<file path="src/rtl/prescale_pkg.sv">
// Package: shared types and helpers for the centisecond prescaler.
// Assumes the decade chain always has three stages: prescale, /10, /10.
package prescale_pkg;

    localparam int DECADE      = 10;
    localparam int CHAIN_DEPTH = 3;

    typedef logic [1:0] rate_sel_t;

    // Divide ratio of decade stage idx; stage 0 takes the prescale ratio.
    function automatic int stage_div(input int idx, input int pre_div);
        return (idx == 0) ? pre_div : DECADE;
    endfunction

    // Largest of the four crystal exponents, used to size the accumulator.
    function automatic int max4(input int a, input int b, input int c, input int d);
        int m;
        m = a;
        if (b > m) m = b;
        if (c > m) m = c;
        if (d > m) m = d;
        return m;
    endfunction

endpackage

</file>
<file path="src/rtl/sel_tracker.sv">
// Module: sel_tracker
// Registers the rate select code and flags any edge at which it differs from
// the value held at the previous edge. That flag restarts the phase
// accumulator and the decade chain.
// Assumes freq_sel is already synchronous to clk.
module sel_tracker
    import prescale_pkg::*;
(
    input  logic      clk,
    input  logic      rst_n,
    input  rate_sel_t sel_i,
    output rate_sel_t sel_q_o,
    output logic      restart_o
);

    rate_sel_t sel_q;

    // Hold the select value seen at the last edge.
    always_ff @(posedge clk) begin
        sel_q <= sel_i;
    end

    // Restart when the select changes; held low in reset (reset clears anyway).
    always_comb begin
        restart_o = rst_n && (sel_i != sel_q);
    end

    assign sel_q_o = sel_q;

endmodule

</file>
<file path="src/rtl/frac_accum.sv">
// Module: frac_accum
// Phase accumulator. Each cycle it adds INC modulo 2^n, where n is the crystal
// exponent picked by the select code, and it registers the carry out of bit n
// as a one-cycle strobe. Over 2^n cycles from a zero phase it gives exactly
// INC strobes.
// Assumes INC < 2^(n-1) for every code, so strobes never touch.
module frac_accum
    import prescale_pkg::*;
#(
    parameter int ACC_W = 22,
    parameter int INC   = 4000,
    parameter int L0    = 15,
    parameter int L1    = 20,
    parameter int L2    = 21,
    parameter int L3    = 22
) (
    input  logic      clk,
    input  logic      rst_n,
    input  logic      restart_i,
    input  rate_sel_t sel_i,
    output logic      strobe_o
);

    localparam int LG_W = $clog2(ACC_W + 1);

    logic [ACC_W-1:0] acc_q;
    logic [ACC_W-1:0] acc_d;
    logic [ACC_W:0]   sum;
    logic [ACC_W:0]   lim_mask;
    logic [LG_W-1:0]  lg;
    logic             wrap;
    logic             strobe_q;

    // Map the select code to the crystal exponent.
    always_comb begin
        case (sel_i)
            2'd0:    lg = LG_W'(L0);
            2'd1:    lg = LG_W'(L1);
            2'd2:    lg = LG_W'(L2);
            default: lg = LG_W'(L3);
        endcase
    end

    // Add the phase step and fold the sum back into [0, 2^n).
    always_comb begin
        sum      = {1'b0, acc_q} + (ACC_W + 1)'(INC);
        lim_mask = ((ACC_W + 1)'(1) << lg) - (ACC_W + 1)'(1);
        wrap     = sum[lg];
        acc_d    = sum[ACC_W-1:0] & lim_mask[ACC_W-1:0];
    end

    // Advance the phase and register the wrap strobe; clear on reset or restart.
    always_ff @(posedge clk) begin
        if (!rst_n || restart_i) begin
            acc_q    <= '0;
            strobe_q <= 1'b0;
        end else begin
            acc_q    <= acc_d;
            strobe_q <= wrap;
        end
    end

    assign strobe_o = strobe_q;

endmodule

</file>
<file path="src/rtl/decade_stage.sv">
// Module: decade_stage
// Divide-by-N enable counter. The carry is combinational: it is high in the
// same cycle as the N-th enable, so stages chained in series stay aligned.
// Assumes N >= 2 and enables that last a single cycle.
module decade_stage #(
    parameter int N = 10
) (
    input  logic clk,
    input  logic rst_n,
    input  logic clear_i,
    input  logic en_i,
    output logic carry_o
);

    localparam int CW = (N > 2) ? $clog2(N) : 1;

    logic [CW-1:0] cnt_q;
    logic          at_top;

    // Last count of the cycle marks the carry.
    always_comb begin
        at_top  = (cnt_q == CW'(N - 1));
        carry_o = en_i && at_top;
    end

    // Count enables modulo N; clear on reset or restart.
    always_ff @(posedge clk) begin
        if (!rst_n || clear_i) begin
            cnt_q <= '0;
        end else if (en_i) begin
            cnt_q <= at_top ? '0 : cnt_q + CW'(1);
        end
    end

endmodule

</file>
<file path="src/rtl/centi_tick_prescaler.sv">
// Module: centi_tick_prescaler (top)
// Fractional prescaler. A phase accumulator derives TICK_HZ strobes per crystal
// second, and a decade chain turns them into 100 Hz, 10 Hz and 1 Hz strobes
// that share an edge. A change of select restarts everything.
// Assumes TICK_HZ is a multiple of 100 and below 2^(n-1) for every code.
module centi_tick_prescaler
    import prescale_pkg::*;
#(
    parameter int TICK_HZ   = 4000,
    parameter int LOG2_SEL0 = 15,
    parameter int LOG2_SEL1 = 20,
    parameter int LOG2_SEL2 = 21,
    parameter int LOG2_SEL3 = 22
) (
    input  logic       clk,
    input  logic       rst_n,
    input  logic [1:0] freq_sel,
    output logic       strobe_base,
    output logic       strobe_centi,
    output logic       strobe_deci,
    output logic       strobe_sec
);

    localparam int ACC_W   = max4(LOG2_SEL0, LOG2_SEL1, LOG2_SEL2, LOG2_SEL3);
    localparam int PRE_DIV = TICK_HZ / 100;

    rate_sel_t              sel_q;
    logic                   restart;
    logic [CHAIN_DEPTH:0]   chain;

    sel_tracker u_sel (
        .clk       (clk),
        .rst_n     (rst_n),
        .sel_i     (freq_sel),
        .sel_q_o   (sel_q),
        .restart_o (restart)
    );

    frac_accum #(
        .ACC_W (ACC_W),
        .INC   (TICK_HZ),
        .L0    (LOG2_SEL0),
        .L1    (LOG2_SEL1),
        .L2    (LOG2_SEL2),
        .L3    (LOG2_SEL3)
    ) u_acc (
        .clk       (clk),
        .rst_n     (rst_n),
        .restart_i (restart),
        .sel_i     (sel_q),
        .strobe_o  (chain[0])
    );

    // Chain the decade stages; each carry enables the next.
    for (genvar gi = 0; gi < CHAIN_DEPTH; gi++) begin : g_stage
        decade_stage #(
            .N (stage_div(gi, PRE_DIV))
        ) u_div (
            .clk     (clk),
            .rst_n   (rst_n),
            .clear_i (restart),
            .en_i    (chain[gi]),
            .carry_o (chain[gi+1])
        );
    end

    assign strobe_base  = chain[0];
    assign strobe_centi = chain[1];
    assign strobe_deci  = chain[2];
    assign strobe_sec   = chain[3];

endmodule

</file>
<file path="config.mk">
export PLATFORM = sky130hd
export DESIGN_NAME = centi_tick_prescaler
export DESIGN_NICKNAME = d
export VERILOG_FILES = /design/src/rtl/prescale_pkg.sv /design/src/rtl/sel_tracker.sv /design/src/rtl/frac_accum.sv /design/src/rtl/decade_stage.sv /design/src/rtl/centi_tick_prescaler.sv
export SDC_FILE = /design/constraint.sdc
export NUM_CORES = 1
export LEC_CHECK = 0
export BUFFER_PORTS_ARGS = -buffer_cell sky130_fd_sc_hd__buf_2
export CORE_MARGIN = 3
export CORE_UTILIZATION = 50
export CTS_CLUSTER_DIAMETER = 60
export DETAILED_ROUTE_END_ITERATION = 10
export PLACE_DENSITY_LB_ADDON = 0.12
export SLEW_MARGIN = 20
export SYNTH_ARGS = -nofsm -noshare
export SYNTH_HDL_FRONTEND = slang
export SYNTH_HIERARCHICAL = 1
export SYNTH_SLANG_ARGS = --single-unit
</file>
<file path="constraint.sdc">
create_clock -name clk -period 3.2 [get_ports clk]
set_input_delay 0.64 -clock clk [delete_from_list [all_inputs] [get_ports clk]]
set_output_delay 0.64 -clock clk [all_outputs]
set_load 0.05 [all_outputs]
</file>
==> results.cfg <==
[setup_path]
critPathCaptureType = output port
r2r_start = u_sel/sel_q_o[0]$_DFF_P_
path_depth = 7
slowest_stage = or3b_4
cpLargestDelayFamily = simple AND/OR/NAND/NOR gates
cp_data_required_time_ns = 2.56
max_stage_delay_ns = 0.42
path_max_fanout = 5
reg2regPathDepth = 7
r2r_end = u_acc/strobe_o$_SDFF_PP0_
critical_path_class = reg -> out
worstPathArrival_ns = 2.35
crit_buf_inv = 1
worst_setup_path_start_kind = register
crit_start = g_stage[0].u_div/cnt_q[5]$_SDFFE_PP0P_
reg2reg_slack_ns = 0.77
crit_end = strobe_sec
crit_chain = or3b_4 -> nor2_4 -> nand2_2 -> nor4b_4 -> nand2_2 -> nor4b_4 -> buf_4

[synth]
synthArstFlopShare_pct = 0
avgSynthCellArea_sq_um = 8.81
synth_area_sq_mm = 0.00187
netlist_instances = 212
synth.largest_area_cell = dfxtp_1
syn_nets = 228
yosysWarnings = 6
netlist_top_cells_count = 34 x dfxtp_1, 22 x nor2_1, 16 x xnor2_1
synth_area_leaders = dfxtp_1 36%, ha_1 8.0%, xnor2_1 7.5%, nor2_1 4.4%, xor2_1 3.3%
synth.most_common_cell = dfxtp_1
synth_seq_area_share_pct = 36.4
ys_seq_elements = 34
synth_edf_count = 0
netlist-cell-type-count = 45
ys.flop_type = dfxtp_1
yosysTopAreaCellShare_pct = 36.4

[detailed_routing]
drtAntennaViolNets = 0
drtPass1Iterations = 4
vias = 1514
drtIter0Drc = 70
wl_per_cell_um = 13.8
drt_wl_total_um = 3750
post-route-drc-count = 0
vias_per_cell = 5.59

[clock_network]
numCtsBuffers = 5
cts-htree-levels = 2
cts-root-buf = clkbuf_8
insertion_delay_ns = 0.29
cts_hold_repair.buffers = 0
cts_tree = built
cts.sinks = 34
clk_path_buf_depth = 2
clk_pin_slew_worst_paths_ns = 0.07

[power_and_ir_drop]
leakage_nw = 0.781
ir_drop_mv = 0.416
powerDensity_mw_per_mm2 = 464
total_power_w = 0.000980

[floorplanning]
coreArea_sq_mm = 0.00347
ios = 8
fp-row-count = 21
start_util_pct = 53.9
dieArea_sq_mm = 0.00451
die_w_um = 67.1
die_h_um = 67.1

[worst_hold_path]
hold_path.class = in -> reg

[cells_and_area]
layout-drive-gt1-share_pct = 16.0
nNetsFinal = 240
final_cells = 271
area_growth_pct = 13.1
diodes = 0
postLayoutCellArea_sq_mm = 0.00211

[flow_run]
maxCapViolations = 0

[placed_design]
gp_congestion = 0.813
placed_cell_area_sq_mm = 0.00199
port_buffers = 7
post-place-cells = 261
dpl.hpwl_um = 2770

[sta]
min_period_ns = 2.99
rsz0062_at_grt = no
finClkSkew_ns = 0.00469
finalSetupViolCount = 0
final_max_slew_viol_count = 0
fmax_mhz = 335
worst_slew_pin_slew_ns = 0.566
hold_viol = 0
slew_headroom_pct = 61.3
period_share_pct = 93.3
totalNegativeSetupSlack_ns = 0

[grt]
grt_use_total_pct = 19.2
met1_usage_pct = 24.2
grt.overflow.total = 0
grt_antenna_before_repair = 0
grt_max_degree = 15
use_met2_pct = 30.7
grt.busiest_layer = met2
globalRouteMet3Util_pct = 5.56
grt_first_pass_wirelength_um = 6470
grt_pass1_vias = 1457

[status]
status = finished, final reports clean
==> state kept, by name, summed over array words and instances (netlist names) <==
register             count
u_acc/strobe_o           1
u_sel/sel_q_o            2
u_acc/acc_q             17
g_stage.u_div/cnt_q     14
==> metal layers <==
layer  part of all wire [%]  up-vias  routed length (um)
li1                       -      770                   -
met1                     48      709                1790
met2                     47       27                1760
met3                    3.4        8                 128
met4                    1.8        0                  66
met5                      0        -                   0
==> per-stage QoR <==
| step | setup slack [ns] | hold WS (ns) | util (%) |
|---|---|---|---|
| floorplan | -0.316 | 0.471 | - |
| global placement | 0.507 | 0.482 | 57.3 |
| detailed placement | 0.392 | 0.506 | 57.3 |
| CTS | 0.0766 | 0.472 | 60.4 |
| global route | 0.0262 | 0.470 | 60.9 |
| finish | 0.214 | 0.477 | 60.9 |
==> cell families (layout without fill, tap and decap cells) <==
group,after synthesis,after routing,synth area share [%]
compound gates,36,36,12.9
mux,1,1,0.536
xor+xnor,23,23,10.8
flops,34,34,36.4
simple gates,93,93,28.3
fa+ha+maj,12,12,8.04
buf+inv,13,26,3.01
==> placed cells by master, fill, tap and decap left out, drive strengths merged, types with 8 or more instances in the layout <==
cell type	Yosys	final
buf	1	10
a21oi	15	15
dfxtp	34	34
nor3	11	11
inv	8	8
nor2	22	22
o21ai	8	8
ha	12	12
xnor2	16	16
nand2	15	15
==> final cells by class <==
type / count / area (sq um)
Clock buffer: 5 / 68.8
Clock inverter: 3 / 40.0
Fill cell: 306 / 1360
Inverter: 8 / 30.0
Multi-Input combinational cell: 165 / 1170
Sequential cell: 34 / 686
Tap cell: 46 / 57.6
Timing Repair Buffer: 10 / 60.1
==> report_power, final <==
group          leakage [nW]  internal (W)  switching (W)  total (W)
logic                 0.446     0.0000581      0.0000800   0.000138
registers             0.277      0.000438      0.0000233   0.000461
clock network        0.0579      0.000229       0.000152   0.000381
total                 0.781      0.000725       0.000255   0.000980
==> how the worst min path moves through the flow <==
stage,from,to,depth (start not counted)
2_1_floorplan,g_stage[0].u_div/cnt_q[5]$_SDFFE_PP0P_,g_stage[0].u_div/cnt_q[5]$_SDFFE_PP0P_,2
3_3_place_gp,g_stage[0].u_div/cnt_q[5]$_SDFFE_PP0P_,g_stage[0].u_div/cnt_q[5]$_SDFFE_PP0P_,2
3_5_place_dp,g_stage[0].u_div/cnt_q[5]$_SDFFE_PP0P_,g_stage[0].u_div/cnt_q[5]$_SDFFE_PP0P_,2
4_1_cts,freq_sel[1],u_sel/sel_q_o[1]$_DFF_P_,1
5_1_grt,freq_sel[1],u_sel/sel_q_o[1]$_DFF_P_,1
6_report,freq_sel[1],u_sel/sel_q_o[1]$_DFF_P_,1
==> worst register-to-register path: stages, from the launching register on <==
cell,delay [ns]
dfxtp_1,0.42
inv_1,0.13
ha_1,0.43
or4_1,0.42
o21ai_0,0.16
o221ai_1,0.14
a211o_1,0.33
a311o_1,0.28
==> timing repair <==
item / CTS / global route
setup endpoints to repair: 0 / 1
setup buffers: 0 / 2
resized for setup: 0 / 2
Power figures use the tool's default switching activity.
